### config.mk
export PLATFORM = sky130hd
export DESIGN_NAME = aux_req_fmt
export DESIGN_NICKNAME = d
export VERILOG_FILES = /design/src/rtl/aux_req_pkg.sv /design/src/rtl/aux_hdr_pack.sv /design/src/rtl/aux_tx_ser.sv /design/src/rtl/aux_rx_dec.sv /design/src/rtl/aux_req_fmt.sv
export SDC_FILE = /design/constraint.sdc
export NUM_CORES = 1
export LEC_CHECK = 0
export BUFFER_PORTS_ARGS = -buffer_cell sky130_fd_sc_hd__clkbuf_2
export CAP_MARGIN = 20
export CORE_UTILIZATION = 40
export DETAILED_ROUTE_END_ITERATION = 6
export GPL_TIMING_DRIVEN = 0
export PLACE_DENSITY = 0.73
export SYNTH_ARGS = -nofsm -noshare
export SYNTH_HDL_FRONTEND = slang
export SYNTH_SLANG_ARGS = --single-unit
### constraint.sdc
create_clock -name clk -period 4.8 [get_ports clk]
set_input_delay 0.48 -clock clk [delete_from_list [all_inputs] [get_ports clk]]
set_output_delay 0.48 -clock clk [all_outputs]
set_load 0.1 [all_outputs]
### src/rtl/aux_req_pkg.sv
// Shared types for the AUX request formatter.
package aux_req_pkg;

    // Error class reported with every response.
    typedef enum logic [2:0] {
        ERR_NONE     = 3'd0,
        ERR_TIMEOUT  = 3'd1,
        ERR_FLAGS    = 3'd2,
        ERR_FAIL     = 3'd3,
        ERR_TOO_BIG  = 3'd4,
        ERR_BAD_TYPE = 3'd5
    } aux_err_e;

    // Sequencer states of the top module.
    typedef enum logic [1:0] {
        ST_IDLE = 2'd0,
        ST_SEND = 2'd1,
        ST_RECV = 2'd2,
        ST_RESP = 2'd3
    } aux_state_e;

    // Map a reply status byte to an error class.
    function automatic aux_err_e status_class(input logic [7:0] st);
        case (st)
            8'h01:   return ERR_TIMEOUT;
            8'h02:   return ERR_FLAGS;
            8'h03:   return ERR_FAIL;
            default: return ERR_NONE;
        endcase
    endfunction

endpackage

### src/rtl/aux_hdr_pack.sv
// Combinational header builder and request checker.
// Assumes MAX_BYTES <= 16 so the count minus one fits the 4-bit field.
module aux_hdr_pack
    import aux_req_pkg::*;
#(
    parameter int MAX_BYTES = 16,
    parameter int LEN_W     = $clog2(MAX_BYTES) + 2,
    parameter int IDX_W     = $clog2(MAX_BYTES + 5)
) (
    input  logic [3:0]       cmd,
    input  logic [19:0]      addr,
    input  logic [LEN_W-1:0] len,
    output logic [31:0]      hdr,
    output logic             is_write,
    output logic [IDX_W-1:0] total,
    output aux_err_e         rej
);
    logic [3:0] base_cmd;
    logic [3:0] lo_nib;
    logic [3:0] hi_nib;
    logic [LEN_W-1:0] len_m1;

    // Classify the request and size the transmit stream.
    always_comb begin
        base_cmd = cmd & 4'b1011;
        is_write = ~cmd[0];
        total    = is_write ? (IDX_W'(len) + IDX_W'(4)) : IDX_W'(4);
        if (len > LEN_W'(MAX_BYTES))
            rej = ERR_TOO_BIG;
        else if (!(base_cmd == 4'd0 || base_cmd == 4'd1 ||
                   base_cmd == 4'd8 || base_cmd == 4'd9))
            rej = ERR_BAD_TYPE;
        else
            rej = ERR_NONE;
    end

    // Assemble the four header bytes, byte 0 in the low bits.
    always_comb begin
        len_m1 = len - LEN_W'(1);
        lo_nib = (len == '0) ? 4'd0 : len_m1[3:0];
        hi_nib = (len == '0) ? 4'd3 : 4'(total);
        hdr    = {hi_nib, lo_nib, cmd, addr[19:16], addr[15:8], addr[7:0]};
    end

endmodule

### src/rtl/aux_tx_ser.sv
// Byte serializer: header bytes first, then the write payload.
// Assumes total >= 4 and total <= MAX_BYTES + 4 while sending.
module aux_tx_ser #(
    parameter int MAX_BYTES = 16,
    parameter int IDX_W     = $clog2(MAX_BYTES + 5)
) (
    input  logic                   clk,
    input  logic                   rst_n,
    input  logic                   start,
    input  logic                   active,
    input  logic                   advance,
    input  logic [31:0]            hdr,
    input  logic [MAX_BYTES*8-1:0] payload,
    input  logic [IDX_W-1:0]       total,
    output logic [7:0]             byte_out,
    output logic                   last
);
    logic [IDX_W-1:0] idx;
    logic [IDX_W-1:0] pidx;

    // Byte position counter, cleared on each new request.
    always_ff @(posedge clk) begin
        if (!rst_n)       idx <= '0;
        else if (start)   idx <= '0;
        else if (advance) idx <= idx + IDX_W'(1);
    end

    // Select the current header or payload byte.
    always_comb begin
        pidx = idx - IDX_W'(4);
        if (idx < IDX_W'(4)) byte_out = hdr[{idx[1:0], 3'b000} +: 8];
        else                 byte_out = payload[8*pidx +: 8];
        last = (idx == total - IDX_W'(1));
    end

    AST_IDX_BOUND: assert property (@(posedge clk) disable iff (!rst_n)
        active |-> idx < total) else $error("index past end");

endmodule

### src/rtl/aux_rx_dec.sv
// Reply collector: keeps the status byte, stores read data up to a limit.
// Assumes the first byte after start is the status byte.
module aux_rx_dec #(
    parameter int MAX_BYTES = 16,
    parameter int CNT_W     = $clog2(MAX_BYTES + 1)
) (
    input  logic                   clk,
    input  logic                   rst_n,
    input  logic                   start,
    input  logic                   fire,
    input  logic                   is_read,
    input  logic [CNT_W-1:0]       lim,
    input  logic [7:0]             rx_byte,
    output logic [7:0]             status,
    output logic [CNT_W-1:0]       cnt,
    output logic [MAX_BYTES*8-1:0] data
);
    logic got_status;
    logic store;

    assign store = fire && got_status && is_read && (cnt < lim);

    // Capture the status byte once per transfer.
    always_ff @(posedge clk) begin
        if (!rst_n) begin
            got_status <= 1'b0;
            status     <= '0;
        end else if (start) begin
            got_status <= 1'b0;
            status     <= '0;
        end else if (fire && !got_status) begin
            got_status <= 1'b1;
            status     <= rx_byte;
        end
    end

    // Count stored data bytes.
    always_ff @(posedge clk) begin
        if (!rst_n)     cnt <= '0;
        else if (start) cnt <= '0;
        else if (store) cnt <= cnt + CNT_W'(1);
    end

    // One register per data byte, written at its position.
    for (genvar g = 0; g < MAX_BYTES; g++) begin : g_buf
        always_ff @(posedge clk) begin
            if (!rst_n)                            data[8*g +: 8] <= '0;
            else if (start)                        data[8*g +: 8] <= '0;
            else if (store && cnt == CNT_W'(g))    data[8*g +: 8] <= rx_byte;
        end
    end

    AST_RX_CAP: assert property (@(posedge clk) disable iff (!rst_n)
        cnt <= lim || start) else $error("read count past limit");

endmodule

### src/rtl/aux_req_fmt.sv
// AUX request formatter top: accepts a descriptor, streams the request,
// collects the reply and presents one response. One transfer at a time.
module aux_req_fmt
    import aux_req_pkg::*;
#(
    parameter int MAX_BYTES = 16,
    parameter int LEN_W     = $clog2(MAX_BYTES) + 2,
    parameter int CNT_W     = $clog2(MAX_BYTES + 1)
) (
    input  logic                   clk,
    input  logic                   rst_n,
    input  logic                   req_valid,
    output logic                   req_ready,
    input  logic [3:0]             req_cmd,
    input  logic [19:0]            req_addr,
    input  logic [LEN_W-1:0]       req_len,
    input  logic [MAX_BYTES*8-1:0] req_data,
    output logic                   tx_valid,
    input  logic                   tx_ready,
    output logic [7:0]             tx_byte,
    output logic                   tx_last,
    input  logic                   rx_valid,
    output logic                   rx_ready,
    input  logic [7:0]             rx_byte,
    input  logic                   rx_last,
    output logic                   rsp_valid,
    input  logic                   rsp_ready,
    output logic [3:0]             rsp_code,
    output logic [2:0]             rsp_err,
    output logic [CNT_W-1:0]       rsp_count,
    output logic [MAX_BYTES*8-1:0] rsp_data
);
    localparam int IDX_W = $clog2(MAX_BYTES + 5);

    aux_state_e             state;
    logic [3:0]             c_cmd;
    logic [19:0]            c_addr;
    logic [LEN_W-1:0]       c_len;
    logic [MAX_BYTES*8-1:0] c_data;
    aux_err_e               c_rej;
    logic [31:0]            hdr;
    logic                   is_write;
    logic [IDX_W-1:0]       total;
    aux_err_e               rej_now;
    logic                   req_fire, tx_fire, rx_fire, rsp_fire;
    logic [7:0]             status;
    logic [CNT_W-1:0]       rx_cnt;
    logic [MAX_BYTES*8-1:0] rx_data;
    aux_err_e               fin_err;

    assign req_ready = (state == ST_IDLE);
    assign tx_valid  = (state == ST_SEND);
    assign rx_ready  = (state == ST_RECV);
    assign rsp_valid = (state == ST_RESP);
    assign req_fire  = req_valid && req_ready;
    assign tx_fire   = tx_valid && tx_ready;
    assign rx_fire   = rx_valid && rx_ready;
    assign rsp_fire  = rsp_valid && rsp_ready;

    // Check the incoming descriptor before it is captured.
    aux_hdr_pack #(.MAX_BYTES(MAX_BYTES), .LEN_W(LEN_W), .IDX_W(IDX_W)) u_chk (
        .cmd(req_cmd), .addr(req_addr), .len(req_len),
        .hdr(), .is_write(), .total(), .rej(rej_now)
    );

    // Build the header from the captured descriptor.
    aux_hdr_pack #(.MAX_BYTES(MAX_BYTES), .LEN_W(LEN_W), .IDX_W(IDX_W)) u_hdr (
        .cmd(c_cmd), .addr(c_addr), .len(c_len),
        .hdr(hdr), .is_write(is_write), .total(total), .rej()
    );

    aux_tx_ser #(.MAX_BYTES(MAX_BYTES), .IDX_W(IDX_W)) u_tx (
        .clk(clk), .rst_n(rst_n), .start(req_fire), .active(tx_valid),
        .advance(tx_fire), .hdr(hdr), .payload(c_data), .total(total),
        .byte_out(tx_byte), .last(tx_last)
    );

    aux_rx_dec #(.MAX_BYTES(MAX_BYTES), .CNT_W(CNT_W)) u_rx (
        .clk(clk), .rst_n(rst_n), .start(req_fire), .fire(rx_fire),
        .is_read(~is_write), .lim(CNT_W'(c_len)), .rx_byte(rx_byte),
        .status(status), .cnt(rx_cnt), .data(rx_data)
    );

    // Capture the descriptor on acceptance.
    always_ff @(posedge clk) begin
        if (!rst_n) begin
            c_cmd  <= '0;
            c_addr <= '0;
            c_len  <= '0;
            c_data <= '0;
            c_rej  <= ERR_NONE;
        end else if (req_fire) begin
            c_cmd  <= req_cmd;
            c_addr <= req_addr;
            c_len  <= req_len;
            c_data <= req_data;
            c_rej  <= rej_now;
        end
    end

    // Transfer sequencer.
    always_ff @(posedge clk) begin
        if (!rst_n) state <= ST_IDLE;
        else begin
            case (state)
                ST_IDLE: if (req_fire)
                             state <= (rej_now != ERR_NONE) ? ST_RESP : ST_SEND;
                ST_SEND: if (tx_fire && tx_last) state <= ST_RECV;
                ST_RECV: if (rx_fire && rx_last) state <= ST_RESP;
                ST_RESP: if (rsp_fire) state <= ST_IDLE;
                default: state <= ST_IDLE;
            endcase
        end
    end

    // Form the response from the rejection or the decoded status.
    always_comb begin
        fin_err = (c_rej != ERR_NONE) ? c_rej : status_class(status);
        rsp_err = fin_err;
        if (fin_err != ERR_NONE) begin
            rsp_code  = '0;
            rsp_count = '0;
            rsp_data  = '0;
        end else begin
            rsp_code  = status[7:4];
            rsp_count = is_write ? CNT_W'(c_len) : rx_cnt;
            rsp_data  = rx_data;
        end
    end

    AST_TX_HOLD: assert property (@(posedge clk) disable iff (!rst_n)
        (tx_valid && !tx_ready) |=> (tx_valid && $stable(tx_byte) && $stable(tx_last)))
        else $error("tx byte changed while stalled");

    AST_RSP_HOLD: assert property (@(posedge clk) disable iff (!rst_n)
        (rsp_valid && !rsp_ready) |=> (rsp_valid && $stable(rsp_err) && $stable(rsp_count)))
        else $error("response changed while stalled");

    AST_REJECT_SILENT: assert property (@(posedge clk) disable iff (!rst_n)
        (req_fire && rej_now != ERR_NONE) |=> (!tx_valid && rsp_valid))
        else $error("rejected request was sent");

    AST_ERR_NO_DATA: assert property (@(posedge clk) disable iff (!rst_n)
        (rsp_valid && rsp_err != 3'd0) |-> (rsp_count == '0 && rsp_code == 4'd0))
        else $error("error response carries data");

    AST_COUNT_CAP: assert property (@(posedge clk) disable iff (!rst_n)
        rsp_valid |-> rsp_count <= CNT_W'(c_len))
        else $error("count above request");

endmodule

# After elaboration in Yosys (flattened, before gate mapping)
# Cells that the tools add are included.
# Widths: inputs -> output; s select.
[op_classes] order_cmp=3 eq_ne=29 mux=18 n_shift=2 addsub=6 reduce_logical=39 n_bitwise=1
[op_table] op="$mux 128" n=1
[op_table] op="$shiftx 128x9->8" n=1
[op_table] op="$eq 5x4->1 const B" n=8
[op_table] op="$shiftx 32x6->8" n=1
[op_table] op="$logic_and 1x1->1" n=26
[op_table] op="$eq 5x3->1 const B" n=4
[op_table] op="$eq 8x2->1 const B" n=2
[op_table] op="$mux 5" n=3
[op_table] op="$mux 4" n=3
[op_table] op="$add 5x1->5 const B" n=2
[op_table] op="$eq 5x2->1 const B" n=2
[op_table] op="$mux 2" n=5
[op_table] op="$mux 3" n=3
[op_table] op="$reduce_bool 3->1" n=3
[op_table] op="$eq 8x1->1 const B" n=1
[op_table] op="$mux 8" n=1
[op_table] op="$ne 2x1->1 const B" n=4
[op_table] op="$pmux 2 s4" n=1
[op_table] op="$eq 3x3->1 const B" n=2
[op_table] op="$gt 6x5->1 const B" n=1
[op_table] op="$logic_not 6->1" n=1
[op_table] op="$pmux 2 s3" n=1
[op_table] op="$add 5x3->5 const B" n=1
[op_table] op="$eq 5x1->1 const B" n=1
[op_table] op="17 further kinds" n=20
[totals] word_cells=124 ff_bits=310

# Longest topological paths before layout
[logic_depth] depth_word=10 depth_mapped=10 mapped_depth_nobuf=9

# By module
# A second synthesis with hierarchy kept.
[hier_totals] cells_unflattened=1694 area_unflattened_um2=15403.5
[modules_own_cells] mod="aux_req_fmt" cells_each=887 instances=1 area_per_inst_um2=7139.3
[modules_own_cells] mod="aux_rx_dec" cells_each=528 instances=1 area_per_inst_um2=5766.8
[modules_own_cells] mod="aux_tx_ser" cells_each=166 instances=1 area_per_inst_um2=1704.1
[modules_own_cells] mod="aux_hdr_pack at u_hdr" cells_each=57 instances=1 area_per_inst_um2=402.9
[modules_own_cells] mod="aux_hdr_pack at u_chk" cells_each=56 instances=1 area_per_inst_um2=390.4

# Worst setup path before layout
# No wires, ideal clock.
[synth_path] path_kind="flip-flop to output port" startpoint="register u_tx.idx[2]" endpoint="output tx_byte[7]" t_required_ns=4.320 path_slack_ns=0.648 path_stages_with_launch=8 arrival_ns=3.672 cell_sequence="dfxtp_1 > buf_2 > inv_1 > ha_1 > clkbuf_1 > mux4_2 > inv_1 > o21ai_0"
[synth_via] elab_chain_cells=3
[synth_rtl] item="from (decl)" line_no="aux_tx_ser.sv:18" source="logic [IDX_W-1:0] idx;"
[synth_rtl] item="from (signal assigned)" line_no="aux_tx_ser.sv:25" source="else if (advance) idx <= idx + IDX_W'(1);"
[synth_rtl] item="$sub 5x3->5" line_no="aux_tx_ser.sv:30" source="pidx = idx - IDX_W'(4);"
[synth_rtl] item="$shiftx 128x9->8" line_no="aux_tx_ser.sv:32" source="else byte_out = payload[8*pidx +: 8];"
[synth_rtl] item="$mux 8 (*)" line_no="aux_tx_ser.sv:31" source="if (idx < IDX_W'(4)) byte_out = hdr[{idx[1:0], 3'b000} +: 8];"
[synth_rtl] item="to (decl)" line_no="aux_req_fmt.sv:20" source="output logic [7:0] tx_byte,"
# Mark *: on every way between the ends. The rest lies on a longest branch, timed or not.

# Worst setup path after layout
[layout_path] startpoint="register u_tx.idx[1]" endpoint="output tx_byte[4]"
# The elaborated chain is that of the path after synthesis.

==> results.ini <==
[floorplan]
rows=66
die_area_um2=33800
die_height_um=184
die_w_um=184
core_area_um2=32500
start_util_pct=40.7
io_pins=326

[layout]
drive_above_1_share_pct=27.9
syn2layout_area_growth_pct=25.5
nNetsFinal=1828
instances_no_fill=2104

[yosys]
synth_enable_flop_cells=0
avgSynthCellArea_um2=10.4
synth_top_area_cell=dfxtp_1
ys_warn_count=0
yosysTopAreaCellShare_pct=46.7
synthesis.nets=1467
ys_ff_latch=309
synth_most_common_cell=dfxtp_1
async_flop_share_pct=0
synth.area.top_cells=dfxtp_1 47%, a22o_1 9.9%, mux2i_1 8.4%
synth_area_um2=13200
yosysSeqAreaShare_pct=46.7
ys_types=60
synth_ff_type=dfxtp_1
netlist_top_cells_count=309 x dfxtp_1, 149 x a22o_1, 134 x and2_1
syn_inst=1274

[timing]
fmax_ghz=0.267
tns_ns=0
period_minus_slack_ns=3.75
setup_viol=0
setup_ws_ns=1.05
hold_viol=0
slew_viol_final=0
hold_slack_ns=0.169
fin_skew_ns=0.0200
rsz0062_at_grt=no
tightest_slew_ns=0.831
fin_crit_sh_pct=78.1
slew_headroom_pct=44.6

[place]
hpwl_um=30800
place_congestion=0.907
portBuffers=324
dp.cells=2040
place_ws_ns=1.63

[pwr]
switchingPower_mw=2.58
p_per_area_nw_per_um2=464
p_sw_share_pct=33.5
peakVddDrop_uv=265
leakage_nw=7.64
p_total_mw=7.71
p_int_mw=5.13
comb_power_share_pct=25.5
seq_power_share_pct=38.8
clkPwrFrac_pct=35.7

[global_routing]
grt_pass1_vias=11017
grt_pass1_wl_um=61400
overflow=0
antenna_found_initial=4
grt_max_degree=14
grt_util_all_layers_pct=23.6

[setup_path]
crit_arrival_ns=3.27
crit_top_cell=mux4_2
startpoint_type=flip-flop
r2r_slack_ns=2.12
r2r.worst_path.cells=9
crit_path_cell_trace=buf_2, clkbuf_1, mux4_2, mux4_2, inv_1, o22ai_1, clkbuf_2
crit_required_ns=4.32
path_max_fanout=10
critPathLaunch=u_tx.idx[1]
r2r-start=c_cmd[0]
worst_path_max_delay_cell=clkbuf_1
max_stage_delay_ns=0.65
crit_type=reg -> out
crit_path_end=tx_byte[4]
r2r-end=state[1]
cp-end-kind=primary output

[clocking]
htree_levels=2
postCtsHoldBufs=0
cts_root_buffer=clkbuf_16
postCtsResizedCells=0
clkLatencyLatePin_ns=0.52
postCtsSetupRepairBufs=0
numCtsBuffers=35
cts.sinks=309
cts_buffer_depth=3
cts_tree=yes
path_clk_slew_ns=0.06

[worst_hold_path]
hold_path.class=in -> reg
hp-start=req_data[100]

[route]
drc_errors=0
viasPerCell=5.40
dr.pass1.iters=5
detail-route-antenna-nets=0
first_iter_violations=815
postRouteWirelength_um=40500
post_drt_wl_per_cell_um=19.3
via_count=11359

[status]
outcome=finished clean

[flow_run]
cap_viol_max_count=0

[cell families after synthesis]
group	Yosys count	synth area share (%)
flops	309	46.7
compound gates	260	16.0
buf+inv	133	4.25
fa+ha+maj	20	1.89
mux	156	15.6
simple gates	382	14.6
xor+xnor	14	0.926
[layout make-up]
type	instances	area [µm²]
Clock inverter	11	178
Sequential cell	309	6190
Clock buffer	50	1010
Inverter	29	109
Antenna cell	3	7.51
Multi-Input combinational cell	832	6490
Buffer	104	454
Fill cell	3010	15900
Tap cell	442	553
Timing Repair Buffer	324	1620
[power by group through the flow]
| stage | sequential (mW) | combinational [mW] | clock, mW |
|---|---|---|---|
| final | 2.99 | 1.97 | 2.75 |
| after global routing | 3.01 | 2.10 | 2.90 |
| after CTS | 2.99 | 1.96 | 2.78 |
| after detailed placement | 3.04 | 1.95 | 0 |
| after global placement | 3.03 | 1.92 | 0 |
| after floorplan | 2.98 | 1.40 | 0 |
[per-layer routing]
layer  track usage [%]  wire [µm]
met5                 0         10
met4              9.47       1540
met3              4.81       3150
met2              39.6      19000
met1              29.5      16800
[flip-flops by register name, indices dropped and copies added, names as in the netlist]
register and count:
c_addr 20, c_cmd 4, c_data 128, c_len 6, c_rej 2, state 2, u_rx.cnt 5, u_rx.data 128
u_rx.got_status 1, u_rx.status 8, u_tx.idx 5
[metrics by stage]
stage                     util (%)  area (µm²)
final                         51.0       16600
after global routing          51.0       16600
after CTS                     51.0       16600
after detailed placement      47.4       15400
after global placement        47.4       15400
after floorplan                  -       13200
[cells in the final DEF, fill, tap and decap left out, types with 5 or more instances in the layout]
master,instances
inv_1,29
o21ai_0,44
clkbuf_8,6
mux2_2,5
a21oi_1,20
buf_1,11
mux4_2,40
nand2_1,64
clkbuf_1,79
o22ai_1,9
nor2_1,118
dfxtp_1,309
nand3_1,30
ha_1,20
and2_1,134
buf_2,17
mux2i_1,111
nand2b_1,5
xnor2_1,10
clkbuf_2,324
a22o_1,149
nor2b_1,6
clkbuf_16,36
[worst max-delay path: cells and delay by family (launching register included)]
family,cells,cell delay [ns]
AOI/OAI and AO/OA,1,0.07
buffers and inverters,4,1.34
DFF,1,0.34
muxes,2,0.99
[worst min path at each step]
| stage | endpoint | slack [ns] | cells after the start |
|---|---|---|---|
| floorplan | u_rx.data[104] | 0.43 | 2 |
| global placement | u_rx.data[107] | 0.44 | 2 |
| detailed placement | u_rx.data[109] | 0.45 | 2 |
| CTS | c_data[71] | 0.16 | 2 |
| global route | c_data[92] | 0.17 | 2 |
| finish | c_data[100] | 0.17 | 2 |
(Power assumes the default switching activity.)
